## config.mk

```make
export PLATFORM = sky130hd
export DESIGN_NAME = tmr_evt_unit
export DESIGN_NICKNAME = d
export VERILOG_FILES = /design/src/rtl/tmr_pkg.sv /design/src/rtl/tmr_control.sv /design/src/rtl/tmr_datapath.sv /design/src/rtl/tmr_evt_unit.sv
export SDC_FILE = /design/constraint.sdc
export NUM_CORES = 1
export LEC_CHECK = 0
export ABC_AREA = 1
export BUFFER_PORTS_ARGS = -buffer_cell sky130_fd_sc_hd__buf_4
export CAP_MARGIN = 20
export CORE_MARGIN = 4
export CORE_UTILIZATION = 44
export CTS_CLUSTER_SIZE = 20
export DETAILED_ROUTE_END_ITERATION = 10
export GPL_TIMING_DRIVEN = 0
export PLACE_DENSITY = 0.74
export RECOVER_POWER = 25
export SYNTH_ARGS = -nofsm -noshare
export SYNTH_HDL_FRONTEND = slang
export SYNTH_SLANG_ARGS = --single-unit
export TNS_END_PERCENT = 10
```

## constraint.sdc

```tcl
create_clock -name clk -period 1.4 [get_ports clk]
set_input_delay 0.28 -clock clk [delete_from_list [all_inputs] [get_ports clk]]
set_output_delay 0.28 -clock clk [all_outputs]
set_load 0.01 [all_outputs]
```

## src/rtl/tmr_pkg.sv

```systemverilog
package tmr_pkg;
  typedef enum logic [1:0] {
    MODE_OFF   = 2'b00,
    MODE_EVENT = 2'b01,
    MODE_TIMER = 2'b10,
    MODE_PULSE = 2'b11
  } tmrMode_e;

  // control -> datapath strobes
  typedef struct packed {
    logic inc;    // advance the counter this cycle
    logic runOn;  // run bit, selects preload write-through
  } ctlStrobe_t;
endpackage

```

## src/rtl/tmr_control.sv

```systemverilog
module tmr_control
  import tmr_pkg::*;
#(
  parameter int PSC_W       = 3,
  parameter int SYNC_STAGES = 2
) (
  input  logic             clk,
  input  logic             rstN,
  input  logic             pdFlag,
  input  logic             extPin,
  input  logic             cfgWe,
  input  logic [1:0]       cfgMode,
  input  logic [PSC_W-1:0] cfgPsc,
  input  logic             cfgEdge,
  input  logic             cfgRun,
  input  logic             cfgIrqEn,
  output ctlStrobe_t       strobe,
  output logic             runBit,
  output logic             irqEn,
  output logic [1:0]       modeSel
);
  localparam int PS_W = (1 << PSC_W) - 1;

  tmrMode_e         modeReg;
  logic [PSC_W-1:0] pscReg;
  logic             edgeReg;
  logic             runReg;
  logic             irqEnReg;

  // input synchronizer and edge detect
  logic [SYNC_STAGES-1:0] syncQ;
  logic pinNow, pinPrev, riseEdge, fallEdge;

  always_ff @(posedge clk or negedge rstN) begin
    if (!rstN) begin
      syncQ   <= '0;
      pinPrev <= 1'b0;
    end else begin
      syncQ   <= {syncQ[SYNC_STAGES-2:0], extPin};
      pinPrev <= pinNow;
    end
  end

  assign pinNow   = syncQ[SYNC_STAGES-1];
  assign riseEdge = pinNow & ~pinPrev;
  assign fallEdge = ~pinNow & pinPrev;

  // pulse-width phase tracking
  logic pulseActive, startEdge, stopEdge, pulseDone;
  assign startEdge = edgeReg ? riseEdge : fallEdge;
  assign stopEdge  = edgeReg ? fallEdge : riseEdge;
  assign pulseDone = (modeReg == MODE_PULSE) && runReg && pulseActive && stopEdge;

  always_ff @(posedge clk or negedge rstN) begin
    if (!rstN)                                        pulseActive <= 1'b0;
    else if (modeReg != MODE_PULSE || !runReg)        pulseActive <= 1'b0;
    else if (!pulseActive && startEdge)               pulseActive <= 1'b1;
    else if (pulseActive && stopEdge)                 pulseActive <= 1'b0;
  end

  // prescaler, cleared whenever the internal clock path is idle
  logic            clkRun, tick;
  logic [PS_W-1:0] psCnt, psMask;

  assign clkRun = runReg && !pdFlag &&
                  ((modeReg == MODE_TIMER) || (modeReg == MODE_PULSE && pulseActive));

  always_comb begin
    for (int i = 0; i < PS_W; i++) psMask[i] = (i < int'(pscReg));
  end

  always_ff @(posedge clk or negedge rstN) begin
    if (!rstN)        psCnt <= '0;
    else if (!clkRun) psCnt <= '0;
    else              psCnt <= psCnt + PS_W'(1);
  end

  assign tick = clkRun && ((psCnt & psMask) == psMask);

  // configuration registers
  always_ff @(posedge clk or negedge rstN) begin
    if (!rstN) begin
      modeReg  <= MODE_OFF;
      pscReg   <= '0;
      edgeReg  <= 1'b0;
      runReg   <= 1'b0;
      irqEnReg <= 1'b0;
    end else if (cfgWe) begin
      modeReg  <= tmrMode_e'(cfgMode);
      pscReg   <= cfgPsc;
      edgeReg  <= cfgEdge;
      runReg   <= cfgRun;
      irqEnReg <= cfgIrqEn;
    end else if (pulseDone) begin
      runReg   <= 1'b0;
    end
  end

  always_comb begin
    strobe.runOn = runReg;
    unique case (modeReg)
      MODE_EVENT: strobe.inc = runReg && (edgeReg ? fallEdge : riseEdge);
      MODE_TIMER,
      MODE_PULSE: strobe.inc = tick;
      default:    strobe.inc = 1'b0;
    endcase
  end

  assign runBit  = runReg;
  assign irqEn   = irqEnReg;
  assign modeSel = modeReg;
endmodule

```

## src/rtl/tmr_datapath.sv

```systemverilog
module tmr_datapath
  import tmr_pkg::*;
#(
  parameter int CNT_W = 8
) (
  input  logic             clk,
  input  logic             rstN,
  input  ctlStrobe_t       strobe,
  input  logic             preWe,
  input  logic [CNT_W-1:0] preData,
  output logic [CNT_W-1:0] cntVal,
  output logic [CNT_W-1:0] preVal,
  output logic             ovf
);
  logic [CNT_W-1:0] cntQ, preQ;

  always_ff @(posedge clk or negedge rstN) begin
    if (!rstN)      preQ <= '0;
    else if (preWe) preQ <= preData;
  end

  always_ff @(posedge clk or negedge rstN) begin
    if (!rstN) begin
      cntQ <= '0;
      ovf  <= 1'b0;
    end else begin
      ovf <= 1'b0;
      if (preWe && !strobe.runOn) begin
        cntQ <= preData;
      end else if (strobe.inc) begin
        if (cntQ == '1) begin
          cntQ <= preQ;
          ovf  <= 1'b1;
        end else begin
          cntQ <= cntQ + CNT_W'(1);
        end
      end
    end
  end

  assign cntVal = cntQ;
  assign preVal = preQ;
endmodule

```

## src/rtl/tmr_evt_unit.sv

```systemverilog
module tmr_evt_unit
  import tmr_pkg::*;
#(
  parameter int CNT_W       = 8,
  parameter int PSC_W       = 3,
  parameter int SYNC_STAGES = 2
) (
  input  logic             clk,
  input  logic             rstN,
  input  logic             pdFlag,
  input  logic             extPin,
  input  logic             cfgWe,
  input  logic [1:0]       cfgMode,
  input  logic [PSC_W-1:0] cfgPsc,
  input  logic             cfgEdge,
  input  logic             cfgRun,
  input  logic             cfgIrqEn,
  input  logic             preWe,
  input  logic [CNT_W-1:0] preData,
  output logic [CNT_W-1:0] cntVal,
  output logic             runBit,
  output logic             irqReq,
  output logic             wakeReq
);
  ctlStrobe_t       strobe;
  logic             irqEn, ovf;
  logic [1:0]       modeSel;
  logic [CNT_W-1:0] preVal;

  tmr_control #(.PSC_W(PSC_W), .SYNC_STAGES(SYNC_STAGES)) u_ctl (
    .clk(clk), .rstN(rstN), .pdFlag(pdFlag), .extPin(extPin),
    .cfgWe(cfgWe), .cfgMode(cfgMode), .cfgPsc(cfgPsc), .cfgEdge(cfgEdge),
    .cfgRun(cfgRun), .cfgIrqEn(cfgIrqEn),
    .strobe(strobe), .runBit(runBit), .irqEn(irqEn), .modeSel(modeSel)
  );

  tmr_datapath #(.CNT_W(CNT_W)) u_dp (
    .clk(clk), .rstN(rstN), .strobe(strobe), .preWe(preWe), .preData(preData),
    .cntVal(cntVal), .preVal(preVal), .ovf(ovf)
  );

  assign wakeReq = ovf;
  assign irqReq  = ovf & irqEn;
endmodule

```

# --- Yosys cells after proc, flatten, opt, wreduce, memory -nomap -nowiden ---
# Cells that the tools add are included.
totals:
  word_cells: 68
  input_bits: 22
  register_bits: 36
op_classes:
  mux: 15
  reduce_logical: 20
  bitwise_logic: 6
  n_eq_ne: 6
  order_cmp: 7
  add_sub_neg: 2
ops:
  columns: ["cell", "count"]
  rows:
  - ["$mux W8", 3]
  - ["$logic_and A1 B1 Y1", 11]
  - ["$mux W1", 10]
  - ["$lt A3 B3 Y1 const A", 3]
  - ["$add A8 B1 Y8 const B", 1]
  - ["$eq A8 B8 Y1 const B", 1]
  - ["$add A7 B1 Y7 const B", 1]
  - ["$and A7 B7 Y7", 1]
  - ["$eq A7 B7 Y1", 1]
  - ["$mux W7", 1]
  - ["$lt A1 B3 Y1 const A", 2]
  - ["$lt A2 B3 Y1 const A", 2]
  - ["$eq A2 B2 Y1 const B", 2]
  - ["$reduce_bool A2 Y1", 2]
  - ["$and A1 B1 Y1", 3]
  - ["$logic_not A1 Y1", 3]
  - ["$reduce_bool A3 Y1", 1]
  - ["$eq A2 B1 Y1 const B", 1]
  - ["$logic_or A1 B1 Y1", 2]
  - ["$ne A2 B2 Y1 const B", 1]
  - ["$not A1 Y1", 2]
  - ["$pmux W1 S2", 1]
  - ["$reduce_or A2 Y1", 1]

# --- Depth between registers and ports, before layout ---
depth:
  depth_word: 8
  depth_mapped: 11
  ltp_nobuf: 10

# --- Cells and area by module ---
# From an unflattened synthesis, not the netlist that was laid out.
hier_totals:
  cells_unflattened: 235
  hier_area_um2: 1839.3
modules_own_cells:
  columns: ["module", "instances", "area_each_um2", "cells_per_inst", "seq_area_each_um2"]
  rows:
  - ["tmr_datapath", 1, 985.9, 130, 425.4]
  - ["tmr_control", 1, 845.8, 103, 475.5]
  - ["tmr_evt_unit", 1, 7.5, 2, 0.0]

# --- Worst setup path after synthesis ---
# OpenSTA, ideal clock, no wires.
synth_path:
  path_kind: "register -> register"
  from: "register u_dp.cntQ[1] (netlist: u_dp.cntVal[1])"
  to: "register u_dp.cntQ[6] (netlist: u_dp.cntVal[6])"
  required_time_ns: 1.283
  setup_time_ns: 0.117
  path_stages_with_launch: 9
  t_arrival_ns: 1.272
  n_path_buf: 0
  slack_ns: 0.011
  cell_sequence: "dfrtp_1 ha_1 nand2_1 nor2_1 nand3_1 o211ai_1 o21ai_0 nand2_1 nand2_1"
synth_via:
  elab_chain_cells: 4
  word_cells_on_any_way: 5
synth_rtl:
  columns: ["item", "line", "text"]
  rows:
  - ["start: declaration", "tmr_datapath.sv:15", "logic [CNT_W-1:0] cntQ, preQ;"]
  - ["start signal: assignment", "tmr_datapath.sv:29", "cntQ <= preData;"]
  - ["start signal: assignment", "tmr_datapath.sv:32", "cntQ <= preQ;"]
  - ["start signal: assignment", "tmr_datapath.sv:35", "cntQ <= cntQ + CNT_W'(1);"]
  - ["$add A8 B1 Y8 or $eq A8 B8 Y1 (tied branches)", "tmr_datapath.sv:35, tmr_datapath.sv:31", null]
  - ["$mux W8 (*)", "tmr_datapath.sv:31", "if (cntQ == '1) begin"]
  - ["$mux W8 (*)", "tmr_datapath.sv:30", "end else if (strobe.inc) begin"]
  - ["$mux W8 (*)", "tmr_datapath.sv:28", "if (preWe && !strobe.runOn) begin"]
# Every way passes the cells marked *; elsewhere a longest branch is shown, timed or not. The select of a mux whose other input is x is not followed.
# A chain may end at the register's enable or synchronous reset.

# --- Worst setup path in the final report ---
layout_path:
  from: "register u_ctl.runReg (netlist: u_ctl.runBit)"
  to: "register u_dp.cntQ[7] (netlist: u_dp.cntVal[7])"
layout_via:
  elab_chain_cells: 5
  word_cells_on_any_way: 9
layout_rtl:
  columns: ["item", "line", "text"]
  rows:
  - ["start: declaration", "tmr_control.sv:27", "logic runReg;"]
  - ["start signal: assignment", "tmr_control.sv:92", "runReg <= cfgRun;"]
  - ["$logic_and A1 B1 Y1 (2 in series)", "tmr_control.sv:65", "assign clkRun = runReg && !pdFlag &&"]
  - ["$logic_and A1 B1 Y1", "tmr_control.sv:78", "assign tick = clkRun && ((psCnt & psMask) == psMask);"]
  - ["$pmux W1 S2", "tmr_control.sv:101", "unique case (modeReg)"]
  - ["$reduce_bool A2 Y1 (no source line)", null, null]
# Several ways; a longest one is shown, not always the timed one.

==> qor.yml <==
timing:
  drv_slew: 0
  fin_ws_ns: 0.0124
  setup_viol: 0
  rsz0062_at_grt: "yes"
  period_share: 0.991
  fin_crit_ns: 1.39
  slew_headroom: 0.698
  max_freq_mhz: 721
  worstMarginPinSlew_ns: 0.453
  clock_skew_ns: 0.00647
  hold_viol_final: 0
clock_network:
  clock-sinks: 36
  cts.htree.levels: 2
  numCtsBuffers: 5
  clkSlewWorstSetupHoldPaths_ns: 0.07
  worst_skew_pair.late_latency_ns: 0.28
  clockRootBuffer: "clkbuf_8"
  cts_tree: "built"
  cts_buffer_depth: 2
placed_design:
  io_buffer_count: 32
  gp_congestion: 0.825
  dp_slack_ns: -0.119
  dp_hpwl_mm: 2.93
  place_area_mm2: 0.00215
global_route:
  met1_usage: 0.218
  overflow: 0
  grt_use_total: 0.164
  grt_use_met3: 0.0441
  grt_pass1_wl_mm: 6.82
  top_usage_layer: "met2"
  grt_start_max_net_pins: 37
  grt_pass1_vias: 1551
  antenna_found_initial: 0
  met2_usage: 0.263
yosys:
  syn_inst: 239
  syn_nets: 263
  ys_seq_area_frac: 0.489
  yosysTopAreaCell: "dfrtp_1"
  avgSynthCellArea_um2: 7.71
  synth_area_leaders: "dfrtp_1 49%, nand2_1 19%, nand3_1 5.7%"
  yosysWarningCount: 0
  ys_ff_latch: 36
  synth_top_area_share: 0.489
  synth.cell_area_mm2: 0.00184
  synth_cell_type_count: 27
floorplan:
  rows: 23
  die-area_mm2: 0.00529
  core_area_mm2: 0.00403
  initial_core_util: 0.457
  die_y_um: 72.7
  ios: 33
  die_w_um: 72.7
detailed_routing:
  drc_errors: 0
  firstDrtPassIters: 4
  wire_per_inst_um: 12.0
  num_vias: 1721
  detail-route-antenna-nets: 0
  drt_wl_total_mm: 4.10
  drt_iter0_drc: 115
  vias_per_cell: 5.02
run_status:
  status: "complete, no violations"
flow_run:
  cap_viol_max_count: 0
worst_hold_path:
  hold_path_class: "in -> reg"
  min_to: "u_ctl.syncQ[0]"
  hold_start: "extPin"
  whs_path_depth: 1
setup_path:
  r2r-end: "u_dp.cntVal[7]"
  critical_path_required_ns: 1.56
  criticalPathCategory: "reg -> reg"
  regToRegStartpoint: "u_ctl.runBit"
  startpoint_type: "flip-flop"
  reg2regPathDepth: 8
  arrival_ns: 1.55
  r2r_setup_slack_ns: 0.01
  endpoint_kind: "flip-flop"
  worstPathMaxFanout: 5
cells_and_area:
  area_growth_pct: 32.6
  n_antenna_cell: 0
  n_fill_cell: 374
  final_cell_mix: "88 x nand2_1, 40 x buf_4, 33 x dfrtp_1"
  layout_commonest_cell: "nand2_1"
  drive_gt1_frac: 0.266
  fin_area_mm2: 0.00244
  nNetsFinal: 316
pwr:
  power_leakage_nw: 1.26
  p_per_area_mw_per_mm2: 1150
  peakVddDrop_mv: 0.845
final cells by class:
| type | instances | area [µm²] | share of cell area |
|---|---|---|---|
| multi-input combinational | 176 | 876 | 0.358 |
| clock inverter | 1 | 30.0 | 0.0123 |
| timing repair buffer | 46 | 357 | 0.146 |
| sequential | 36 | 905 | 0.370 |
| inverter | 22 | 82.6 | 0.0338 |
| buffer | 5 | 35.0 | 0.0143 |
| clock buffer | 7 | 96.3 | 0.0394 |
| tap | 50 | 62.6 | 0.0256 |
sequential cells by signal, summed over array words and instances (netlist names):
name / count
u_ctl.runBit: 1
u_ctl.psCnt: 7
u_ctl.pinPrev: 1
u_dp.preVal: 8
u_ctl.edgeReg: 1
u_ctl.irqEn: 1
u_dp.ovf: 1
u_ctl.syncQ: 2
u_ctl.modeSel: 2
u_ctl.pulseActive: 1
u_dp.cntVal: 8
u_ctl.pscReg: 3
layer usage:
metal  up-vias  wire, µm
li1        880         -
met1       793      1880
met2        44      1980
met3         4       212
met4         0        34
met5         -         0
power by group:
part | internal, mW | leakage [nW] | switching [mW]
registers | 1.14 | 0.451 | 0.115
logic | 0.266 | 0.747 | 0.296
clock network | 0.628 | 0.0645 | 0.360
how the worst max path moves through the flow:
stage | start | end | slack, ns | cells after the start
6_report | u_ctl.runBit | u_dp.cntVal[7] | 0.01 | 8
2_1_floorplan | u_dp.cntVal[1] | u_dp.cntVal[6] | 0.01 | 8
4_1_cts | u_ctl.runBit | u_dp.cntVal[7] | -0.0004 | 8
5_1_grt | u_ctl.runBit | u_dp.cntVal[7] | -0.06 | 8
3_3_place_gp | u_dp.cntVal[1] | u_dp.cntVal[6] | -0.08 | 8
3_5_place_dp | u_dp.cntVal[0] | u_dp.cntVal[6] | -0.12 | 8
metrics by stage:
step | hold WS, ns | setup TNS, ns | cells | power, mW | utilization
floorplan | -0.0156 | 0 | 239 | 1.53 | -
global placement | 0.262 | -0.328 | 321 | 1.75 | 0.533
detailed placement | 0.265 | -0.545 | 321 | 1.76 | 0.533
CTS | 0.0943 | -0.000355 | 333 | 2.77 | 0.574
global route | 0.117 | -0.416 | 343 | 2.96 | 0.607
finish | 0.120 | 0 | 343 | 2.80 | 0.607
synth_stat cells:
| library cell | count |
|---|---|
| nand3_4 | 1 |
| nand4_1 | 10 |
| nor2_1 | 14 |
| a21oi_1 | 6 |
| inv_1 | 18 |
| buf_6 | 1 |
| o211ai_1 | 1 |
| nor2_2 | 2 |
| a211oi_1 | 1 |
| nand3_1 | 21 |
| nand3b_1 | 1 |
| nand3_2 | 1 |
| o21ai_0 | 11 |
| or2_1 | 1 |
| clkbuf_1 | 2 |
| buf_2 | 2 |
| o21ai_2 | 1 |
| nand2_1 | 94 |
| xor2_1 | 2 |
| o21ai_1 | 1 |
| ha_1 | 2 |
| dfrtp_1 | 36 |
| o21bai_1 | 1 |
| inv_2 | 4 |
| nor3_1 | 2 |
| a21boi_1 | 1 |
| nor2_4 | 2 |
critical path, stage by stage, from the launching register on:
cell     delay [ns]
dfrtp_2        0.43
nand3_2        0.11
nor2_4         0.14
nand2_1        0.08
nor2_2         0.11
nand2_2        0.10
buf_4          0.16
nand4_1        0.07
nand3_1        0.07
cells by family (layout without fill, tap and decap cells):
group                      count (synthesis)  after routing  synth area share
AOI/OAI and AO/OA                         23             23            0.0699
xor gates and xnor gates                   2              2           0.00951
adders and majority gates                  2              2            0.0136
buffers and inverters                     27             81            0.0604
DFF                                       36             36             0.489
and+or+nand+nor                          149            149             0.358
what timing repair did:
action,CTS,global route
setup endpoints to repair,9,9
setup buffers,3,8
gates resized for setup,4,20
hold buffers,1,0
hold endpoints to repair,36,0
gates cloned,0,2
pin swaps,1,6
Power figures use the tool's default switching activity.
